File: src/rtl/gpx_i2c_pkg.sv
package gpx_i2c_pkg;

    typedef enum logic [3:0] {
        ST_IDLE,
        ST_ADDR,
        ST_ADDR_ACK,
        ST_CMD,
        ST_CMD_ACK,
        ST_WR,
        ST_WR_ACK,
        ST_RD,
        ST_RD_ACK,
        ST_SKIP
    } bus_state_e;

    function automatic logic majority3(input logic [2:0] v);
        return (v[0] & v[1]) | (v[1] & v[2]) | (v[0] & v[2]);
    endfunction

endpackage

File: src/rtl/gpx_line_filter.sv
module gpx_line_filter #(
    parameter int SYNC_STAGES = 2
) (
    input  logic clk,
    input  logic rst_n,
    input  logic line_i,
    output logic line_o
);
    import gpx_i2c_pkg::*;

    logic [SYNC_STAGES-1:0] sync_q;
    logic [2:0]             win_q;

    generate
        for (genvar g = 0; g < SYNC_STAGES; g++) begin : g_sync
            if (g == 0) begin : g_first
                always_ff @(posedge clk or negedge rst_n) begin
                    if (!rst_n) sync_q[0] <= 1'b1;
                    else        sync_q[0] <= line_i;
                end
            end else begin : g_next
                always_ff @(posedge clk or negedge rst_n) begin
                    if (!rst_n) sync_q[g] <= 1'b1;
                    else        sync_q[g] <= sync_q[g-1];
                end
            end
        end
    endgenerate

    // three-sample window, then a registered vote
    always_ff @(posedge clk or negedge rst_n) begin
        if (!rst_n) begin
            win_q  <= 3'b111;
            line_o <= 1'b1;
        end else begin
            win_q  <= {win_q[1:0], sync_q[SYNC_STAGES-1]};
            line_o <= majority3(win_q);
        end
    end

endmodule

File: src/rtl/gpx_bus_events.sv
module gpx_bus_events (
    input  logic clk,
    input  logic rst_n,
    input  logic scl_f,
    input  logic sda_f,
    output logic scl_rise,
    output logic scl_fall,
    output logic start_det,
    output logic stop_det
);
    logic scl_q;
    logic sda_q;

    always_ff @(posedge clk or negedge rst_n) begin
        if (!rst_n) begin
            scl_q <= 1'b1;
            sda_q <= 1'b1;
        end else begin
            scl_q <= scl_f;
            sda_q <= sda_f;
        end
    end

    always_comb begin
        scl_rise  = scl_f & ~scl_q;
        scl_fall  = ~scl_f & scl_q;
        start_det = scl_f & scl_q & sda_q & ~sda_f;
        stop_det  = scl_f & scl_q & ~sda_q & sda_f;
    end

endmodule

File: src/rtl/gpx_i2c_slave.sv
module gpx_i2c_slave #(
    parameter int ADDR_W      = 7,
    parameter int DATA_W      = 8,
    parameter int IDX_W       = 3,
    parameter int SYNC_STAGES = 2
) (
    input  logic              clk,
    input  logic              rst_n,
    input  logic              scl_i,
    input  logic              sda_i,
    output logic              sda_oe,
    input  logic [ADDR_W-1:0] dev_addr,
    output logic              reg_wr,
    output logic              reg_rd,
    output logic [IDX_W-1:0]  reg_idx,
    output logic [DATA_W-1:0] reg_wdata,
    input  logic [DATA_W-1:0] reg_rdata
);
    import gpx_i2c_pkg::*;

    localparam int CNT_W = $clog2(DATA_W + 1);
    localparam logic [CNT_W-1:0] FULL_CNT = CNT_W'(DATA_W);
    localparam logic [CNT_W-1:0] LAST_TX  = CNT_W'(DATA_W - 1);

    logic scl_f, sda_f;
    logic scl_rise, scl_fall, start_det, stop_det;

    bus_state_e        state_q, state_d;
    logic [DATA_W-1:0] rx_q;
    logic [DATA_W-1:0] tx_q;
    logic [CNT_W-1:0]  bitcnt_q;
    logic [IDX_W-1:0]  idx_q;
    logic              cmd_ok_q;
    logic              mack_q;

    logic              byte_full;
    logic              addr_hit;
    logic              ld_rd;
    logic [IDX_W-1:0]  ld_idx;
    logic [DATA_W-1:0] ld_byte;

    gpx_line_filter #(.SYNC_STAGES(SYNC_STAGES)) u_scl_filt (
        .clk(clk), .rst_n(rst_n), .line_i(scl_i), .line_o(scl_f)
    );

    gpx_line_filter #(.SYNC_STAGES(SYNC_STAGES)) u_sda_filt (
        .clk(clk), .rst_n(rst_n), .line_i(sda_i), .line_o(sda_f)
    );

    gpx_bus_events u_events (
        .clk(clk), .rst_n(rst_n), .scl_f(scl_f), .sda_f(sda_f),
        .scl_rise(scl_rise), .scl_fall(scl_fall),
        .start_det(start_det), .stop_det(stop_det)
    );

    assign byte_full = (bitcnt_q == FULL_CNT);
    assign addr_hit  = (rx_q[DATA_W-1 -: ADDR_W] == dev_addr);

    // read byte load: after the address ack, or after a master ack
    assign ld_rd   = scl_fall &&
                     ((state_q == ST_ADDR_ACK && rx_q[0]) ||
                      (state_q == ST_RD_ACK && mack_q));
    assign ld_idx  = (state_q == ST_RD_ACK) ? (idx_q ^ IDX_W'(1)) : idx_q;
    assign ld_byte = cmd_ok_q ? reg_rdata : {DATA_W{1'b1}};

    // state register
    always_ff @(posedge clk or negedge rst_n) begin
        if (!rst_n) state_q <= ST_IDLE;
        else        state_q <= state_d;
    end

    // next state
    always_comb begin
        state_d = state_q;
        if (start_det) begin
            state_d = ST_ADDR;
        end else if (stop_det) begin
            state_d = ST_IDLE;
        end else begin
            unique case (state_q)
                ST_IDLE: state_d = ST_IDLE;
                ST_ADDR:
                    if (scl_fall && byte_full)
                        state_d = addr_hit ? ST_ADDR_ACK : ST_SKIP;
                ST_ADDR_ACK:
                    if (scl_fall) state_d = rx_q[0] ? ST_RD : ST_CMD;
                ST_CMD:
                    if (scl_fall && byte_full) state_d = ST_CMD_ACK;
                ST_CMD_ACK:
                    if (scl_fall) state_d = ST_WR;
                ST_WR:
                    if (scl_fall && byte_full) state_d = ST_WR_ACK;
                ST_WR_ACK:
                    if (scl_fall) state_d = ST_WR;
                ST_RD:
                    if (scl_fall && bitcnt_q == LAST_TX) state_d = ST_RD_ACK;
                ST_RD_ACK:
                    if (scl_fall) state_d = mack_q ? ST_RD : ST_SKIP;
                ST_SKIP: state_d = ST_SKIP;
                default: state_d = ST_IDLE;
            endcase
        end
    end

    // datapath: shifters, bit counter, index, command validity
    always_ff @(posedge clk or negedge rst_n) begin
        if (!rst_n) begin
            rx_q     <= '0;
            tx_q     <= '1;
            bitcnt_q <= '0;
            idx_q    <= '0;
            cmd_ok_q <= 1'b0;
            mack_q   <= 1'b0;
        end else if (start_det || stop_det) begin
            bitcnt_q <= '0;
        end else begin
            unique case (state_q)
                ST_ADDR, ST_CMD, ST_WR: begin
                    if (scl_rise && !byte_full) begin
                        rx_q     <= {rx_q[DATA_W-2:0], sda_f};
                        bitcnt_q <= bitcnt_q + 1'b1;
                    end else if (scl_fall && byte_full) begin
                        bitcnt_q <= '0;
                        if (state_q == ST_CMD) begin
                            idx_q    <= rx_q[IDX_W-1:0];
                            cmd_ok_q <= (rx_q[DATA_W-1:IDX_W] == '0);
                        end
                    end
                end
                ST_ADDR_ACK: begin
                    if (ld_rd) begin
                        tx_q     <= ld_byte;
                        bitcnt_q <= '0;
                    end
                end
                ST_WR_ACK: begin
                    if (scl_fall) idx_q <= idx_q ^ IDX_W'(1);
                end
                ST_RD: begin
                    if (scl_fall) begin
                        if (bitcnt_q == LAST_TX) begin
                            bitcnt_q <= '0;
                        end else begin
                            tx_q     <= {tx_q[DATA_W-2:0], 1'b1};
                            bitcnt_q <= bitcnt_q + 1'b1;
                        end
                    end
                end
                ST_RD_ACK: begin
                    if (scl_rise) mack_q <= ~sda_f;
                    if (ld_rd) begin
                        idx_q <= ld_idx;
                        tx_q  <= ld_byte;
                    end
                end
                ST_IDLE, ST_CMD_ACK, ST_SKIP: ;
                default: ;
            endcase
        end
    end

    // outputs
    always_comb begin
        sda_oe    = 1'b0;
        reg_wr    = 1'b0;
        reg_rd    = ld_rd && cmd_ok_q;
        reg_idx   = ld_rd ? ld_idx : idx_q;
        reg_wdata = rx_q;
        unique case (state_q)
            ST_ADDR_ACK, ST_CMD_ACK: sda_oe = 1'b1;
            ST_WR_ACK: begin
                sda_oe = 1'b1;
                reg_wr = scl_fall && cmd_ok_q && !start_det && !stop_det;
            end
            ST_RD:   sda_oe = ~tx_q[DATA_W-1];
            ST_IDLE, ST_ADDR, ST_CMD, ST_WR, ST_RD_ACK, ST_SKIP: ;
            default: ;
        endcase
    end

endmodule

File: config.mk
export PLATFORM = sky130hd
export DESIGN_NAME = gpx_i2c_slave
export DESIGN_NICKNAME = d
export VERILOG_FILES = /design/src/rtl/gpx_i2c_pkg.sv /design/src/rtl/gpx_line_filter.sv /design/src/rtl/gpx_bus_events.sv /design/src/rtl/gpx_i2c_slave.sv
export SDC_FILE = /design/constraint.sdc
export NUM_CORES = 1
export LEC_CHECK = 0
export ABC_AREA = 1
export BUFFER_PORTS_ARGS = -buffer_cell sky130_fd_sc_hd__buf_4
export CAP_MARGIN = 5
export CORE_UTILIZATION = 45
export DETAILED_ROUTE_END_ITERATION = 10
export PLACE_DENSITY = 0.65
export SYNTH_ARGS = -nofsm -noshare
export SYNTH_HDL_FRONTEND = slang
export SYNTH_SLANG_ARGS = --single-unit
File: constraint.sdc
create_clock -name clk -period 1.91 [get_ports clk]
set_input_delay 0.0955 -clock clk [delete_from_list [all_inputs] [get_ports clk]]
set_output_delay 0.0955 -clock clk [all_outputs]
set_load 0.02 [all_outputs]
* After elaboration in Yosys (flattened, before gate mapping)
Index checks and enable logic that the tools add are counted.
** Cells by class
- Equality and inequality tests :: 29
- Reductions and logical operators :: 32
- Mux-type cells :: 34
- Add/subtract/negate cells :: 1
- Bitwise operators :: 26
** Operators by type and width (number)
- $mux W4 :: 17
- $mux W8 :: 4
- $pmux W4 S8 :: 1
- $ne A4 B4 Y1 const B :: 7
- $eq A4 B3 Y1 const B :: 5
- $pmux W8 S2 :: 1
- $and A1 B1 Y1 :: 13
- $eq A4 B4 Y1 const B :: 3
- $mux W3 :: 4
- $ne A2 B2 Y1 const B :: 6
- $pmux W4 S3 :: 1
- $reduce_and A6 Y1 :: 2
- $logic_and A1 B1 Y1 :: 10
- $reduce_and A5 Y1 :: 2
- $not A1 Y1 :: 9
- $pmux W3 S3 :: 1
- $eq A4 B2 Y1 const B :: 2
- $eq A7 B7 Y1 :: 1
- $reduce_and A7 Y1 :: 1
- $reduce_and A3 Y1 :: 2
- $reduce_or A3 Y1 :: 2
- $logic_not A5 Y1 :: 1
- $add A4 B1 Y4 const B :: 1
- $eq A4 B1 Y1 const B :: 1
- other kinds (14) :: 25
** Storage, ports and cells
- Bits in registers :: 43
- Output and inout port bits :: 14
- Bits of input ports :: 19

* Depth between registers and ports, before layout
- Word-level depth :: 7
- Depth in mapped cells :: 13

* Hierarchy
From an unflattened synthesis, not the netlist that was laid out.
** Unflattened totals
- Cells, all modules :: 320
- Area, all modules :: 2469.9 µm²
** Modules (own cells, without submodules)
- gpx_i2c_slave :: cells an instance 287, times used 1, sequential area each 735.7 µm², area an instance 2018.2 µm²
- gpx_line_filter :: cells an instance 10, times used 2, sequential area each 157.7 µm², area an instance 178.9 µm²
- gpx_bus_events :: cells an instance 13, times used 1, sequential area each 52.6 µm², area an instance 93.8 µm²

* Worst setup path before layout
No wires, ideal clock.
- Path type :: register to register
- From :: register u_scl_filt.line_o
- To :: register tx_q[5]
- Slack :: 350 ps
- Cell stages (with the launch flop) :: 12
- Buffers on the path :: 0
- Data required time :: 1834 ps
- Setup time :: 76 ps
- Data arrival time :: 1484 ps
- Cell sequence :: dfstp_2 -> nand2_1 -> inv_1 -> nand3_1 -> nand2_1 -> inv_1 -> o21ai_1 -> nor2_4 -> nand2_4 -> inv_4 -> nand2_1 -> o21ai_2
** Between the ends
- Longest elaborated chain between the ends :: 6
** Ends and longest elaborated chain
- start, declared :: line gpx_line_filter.sv:7 : output logic line_o
- start signal, assigned :: line gpx_line_filter.sv:37 : line_o <= majority3(win_q);
- $and A1 B1 Y1 :: line gpx_bus_events.sv:27, gpx_bus_events.sv:28
- $and A1 B1 Y1 (on tied branches) (2 in series) :: line gpx_bus_events.sv:27, gpx_bus_events.sv:28
- $logic_or A1 B1 Y1 :: line gpx_i2c_slave.sv:114 : end else if (start_det || stop_det) begin
- $not A1 Y1 (no line)
- $reduce_and A5 Y1 (no line) *
- end signal, assigned :: line gpx_i2c_slave.sv:132 : tx_q <= ld_byte;
- end signal, assigned :: line gpx_i2c_slave.sv:144 : tx_q <= {tx_q[DATA_W-2:0], 1'b1};
- end signal, assigned :: line gpx_i2c_slave.sv:153 : tx_q <= ld_byte;
- end, declared :: line gpx_i2c_slave.sv:30 : logic [DATA_W-1:0] tx_q;
Every way passes the cells marked *; elsewhere a longest branch is shown, timed or not.
A chain may end at the register's enable or synchronous reset.

* Worst setup path after layout
- From :: register state_q[1]
- To :: output port reg_idx[0]
** Between the ends
- Longest elaborated chain between the ends :: 5
** Ends and longest elaborated chain
- start, declared :: line gpx_i2c_slave.sv:28 : bus_state_e state_q, state_d;
- start signal, assigned :: line gpx_i2c_slave.sv:69 : else state_q <= state_d;
- $eq A4 B2 Y1 or $eq A4 B4 Y1 (tied branches) :: line gpx_i2c_slave.sv:61, gpx_i2c_slave.sv:62, gpx_i2c_slave.sv:63
- $logic_and A1 B1 Y1 (on tied branches) :: line gpx_i2c_slave.sv:61, gpx_i2c_slave.sv:62
- $logic_or A1 B1 Y1 :: line gpx_i2c_slave.sv:61 : ((state_q == ST_ADDR_ACK && rx_q[0]) ||
- $logic_and A1 B1 Y1 :: line gpx_i2c_slave.sv:60 : assign ld_rd = scl_fall &&
- $mux W1 *
- end, declared :: line gpx_i2c_slave.sv:15 : output logic [IDX_W-1:0] reg_idx,
Marks and branches as above.

==> impl_metrics.toml <==
[cts]
cts_tree = "yes"
cts_max_level = 2
cts.clk_slew.worst_paths_ns = 0.09
clock_tree.root_cell = "clkbuf_8"
insertion_delay_ns = 0.31
cts_buffers = 5
cts_sinks = 43
clockBufferDepth = 2

[sta]
setup_slack_ns = 0.107
fin_crit_sh_pct = 94.4
rsz0062_at_grt = "false"
period_needed_ns = 1.80
setup-violations-final = 0
slew_headroom_pct = 65.7
finClkSkew_ns = 0.0105
clock.fmax_mhz = 554
fin_hold_ws_ns = 0.0759
setup_tns_ns = 0
slew_viol_final = 0
finalHoldViolCount = 0
tightest_slew_ns = 0.515

[synth]
synth_seq_cells = 43
post-synth-top-area-fraction_pct = 24.4
syn_area_um2 = 2370
yosys_warnings = 0
synth_area_per_cell_um2 = 7.37
synth.top_cells.by_area = "dfstp_2 24%, dfrtp_1 22%, nand2_1 20%"
syn_nets = 343
synth.yosys.seq_area_share_pct = 46.5
yosysUniqueCellTypes = 33
synthesis.instances = 322
synth_largest_area_cell = "dfstp_2"

[worst_setup_path]
end_kind = "output port"
crit-reg2reg-launch = "u_sda_filt.line_o"
rr_worst_depth = 10
start_kind = "register"
cp_max_fo = 8
crit_required_ns = 1.81
setup.worst_path.start = "state_q[1]"
reg2reg_to = "tx_q[5]"
crit_arrival_ns = 1.71
crit_end = "reg_idx[0]"
criticalPathCategory = "register to output port"
r2r_setup_slack_ns = 0.20

[global_route]
grt_pass1_vias = 1926
grt_max_degree = 44
grt_usage_pct = 20.7
antenna_found_initial = 0
gr-total-overflow = 0
grt_pass1_wl_um = 8640

[power_and_ir_drop]
ir_drop_v = 0.000693
power_density_nw_per_um2 = 1380
power_mw = 3.93
p_leak_nw = 1.48

[floorplan]
boundaryPins = 33
die_x_um = 74.6
dieArea_um2 = 5570
start_util_pct = 46.4
fp.dieH_um = 74.6
rows = 26
fp.coreArea_um2 = 5110

[detailed_routing]
drtAntennaViolNets = 0
firstDrtPassIters = 5
dr.first_iter.drc_count = 127
vias = 2111
drc = 0
routed_wl_um = 4970
vias_per_cell = 4.85
wl_per_cell_um = 11.4

[place]
preCtsSetupSlack_ns = 0.153
dp_hpwl_um = 3670
dp_cells = 424
gp_congestion = 0.897
portBuffers = 32

[cells_and_area]
mostFrequentLayoutCell = "nand2_1"
nets = 385
stdcell_count = 435
area_growth_pct = 20.4
layout_common_cells = "124 x nand2_1, 37 x inv_1, 36 x buf_4"
drive_gt1_share_pct = 24.4
antenna_cells = 0

[hold_path]
min_path_type = "input pin to register"

[run]
cap_violations = 0

[outcome]
status = "completed"
-- power by group --
group	internal (mW)	switching, mW	total [mW]	leakage [nW]
clock	0.394	0.342	0.736	0.0548
sequential	1.23	0.227	1.45	0.503
combinational	0.638	1.10	1.74	0.925
-- synth_stat cells --
master and instances:
nand3b_1 1, o21ai_2 1, xor2_1 2, nand2_1 124, and3_1 1, maj3_1 2, clkinv_1 1, nor2_2 2
ha_1 2, nor2_1 20, a31oi_1 1, o31ai_1 2, dfrtp_1 21, buf_4 2, o211ai_1 1, inv_4 1
o21ai_0 16, nor3_2 2, inv_2 7, dfstp_2 22, a21boi_0 1, nand4_1 4, nand3_1 19, inv_1 37
buf_2 2, nand2_4 2, o21bai_1 1, nand3_2 2, o21ai_1 7, nor2_4 1, a21oi_1 8, nor3_1 5
nand2_2 2
-- state kept, by name (all words and copies together) (netlist names) --
register           count
reg_wdata              8
tx_q                   8
bitcnt_q               4
state_q                4
idx_q                  3
u_scl_filt.win_q       3
u_sda_filt.win_q       3
u_scl_filt.sync_q      2
u_sda_filt.sync_q      2
cmd_ok_q               1
mack_q                 1
u_events.scl_q         1
u_events.sda_q         1
u_scl_filt.line_o      1
u_sda_filt.line_o      1
-- routing by layer --
layer  share of wire, %  wire length [um]  global-route usage (%)  vias to the layer above
li1                   -                 -                       -                     1099
met1                 47              2330                    27.9                      968
met4                1.2                59                    6.71                        0
met3                4.4               218                    5.01                        6
met2                 47              2360                    32.8                       38
met5                  0                 0                       0                        -
-- through the flow --
stage / area (um^2) / utilization, %
floorplan: 2370 / -
global placement: 2710 / 53.0
detailed placement: 2710 / 53.0
CTS: 2850 / 55.8
global route: 2860 / 55.9
finish: 2860 / 55.9
-- layout make-up --
class	instances	area, um^2
well taps	70	87.6
fillers	505	2250
flip-flops and latches	43	1110
repair buffers	39	300
inverters	46	175
clock buffers	5	68.8
clock inverters	3	46.3
multi-input cells	229	1070
-- critical path: stages (launching register included) --
cell and delay, ns:
dfrtp_2 0.48, nor3_2 0.24, nand3_1 0.12, nand2_1 0.15, nand2_1 0.09, nand2_1 0.08, nand2_1 0.06, inv_1 0.05
buf_4 0.13
-- worst min path at each step --
stage                       from          end  slack [ns]  cells past startpoint
finish              reg_rdata[0]      tx_q[0]        0.08                      3
global route        reg_rdata[0]      tx_q[0]        0.07                      3
CTS                 reg_rdata[0]      tx_q[0]        0.07                      3
detailed placement         rst_n     idx_q[1]        0.11                      1
global placement           rst_n     idx_q[2]        0.11                      1
floorplan                  rst_n  bitcnt_q[0]       -0.20                      0
-- cell families after synthesis --
| group | Yosys count | share of synthesized area (%) |
|---|---|---|
| and+or+nand+nor | 185 | 33.6 |
| buffers and inverters | 50 | 8.44 |
| AOI/OAI and AO/OA | 38 | 8.76 |
| DFF | 43 | 46.5 |
| xor gates and xnor gates | 2 | 0.739 |
| adders and majority gates | 4 | 1.90 |
-- repair_timing --
action,4_1_cts,5_1_grt
hold buffers,3,0
setup endpoints to repair,0,8
buffers inserted,0,0
resized for setup,0,3
endpoints found under the hold margin,23,0
Note: power is estimated with default switching activity, not from simulation.
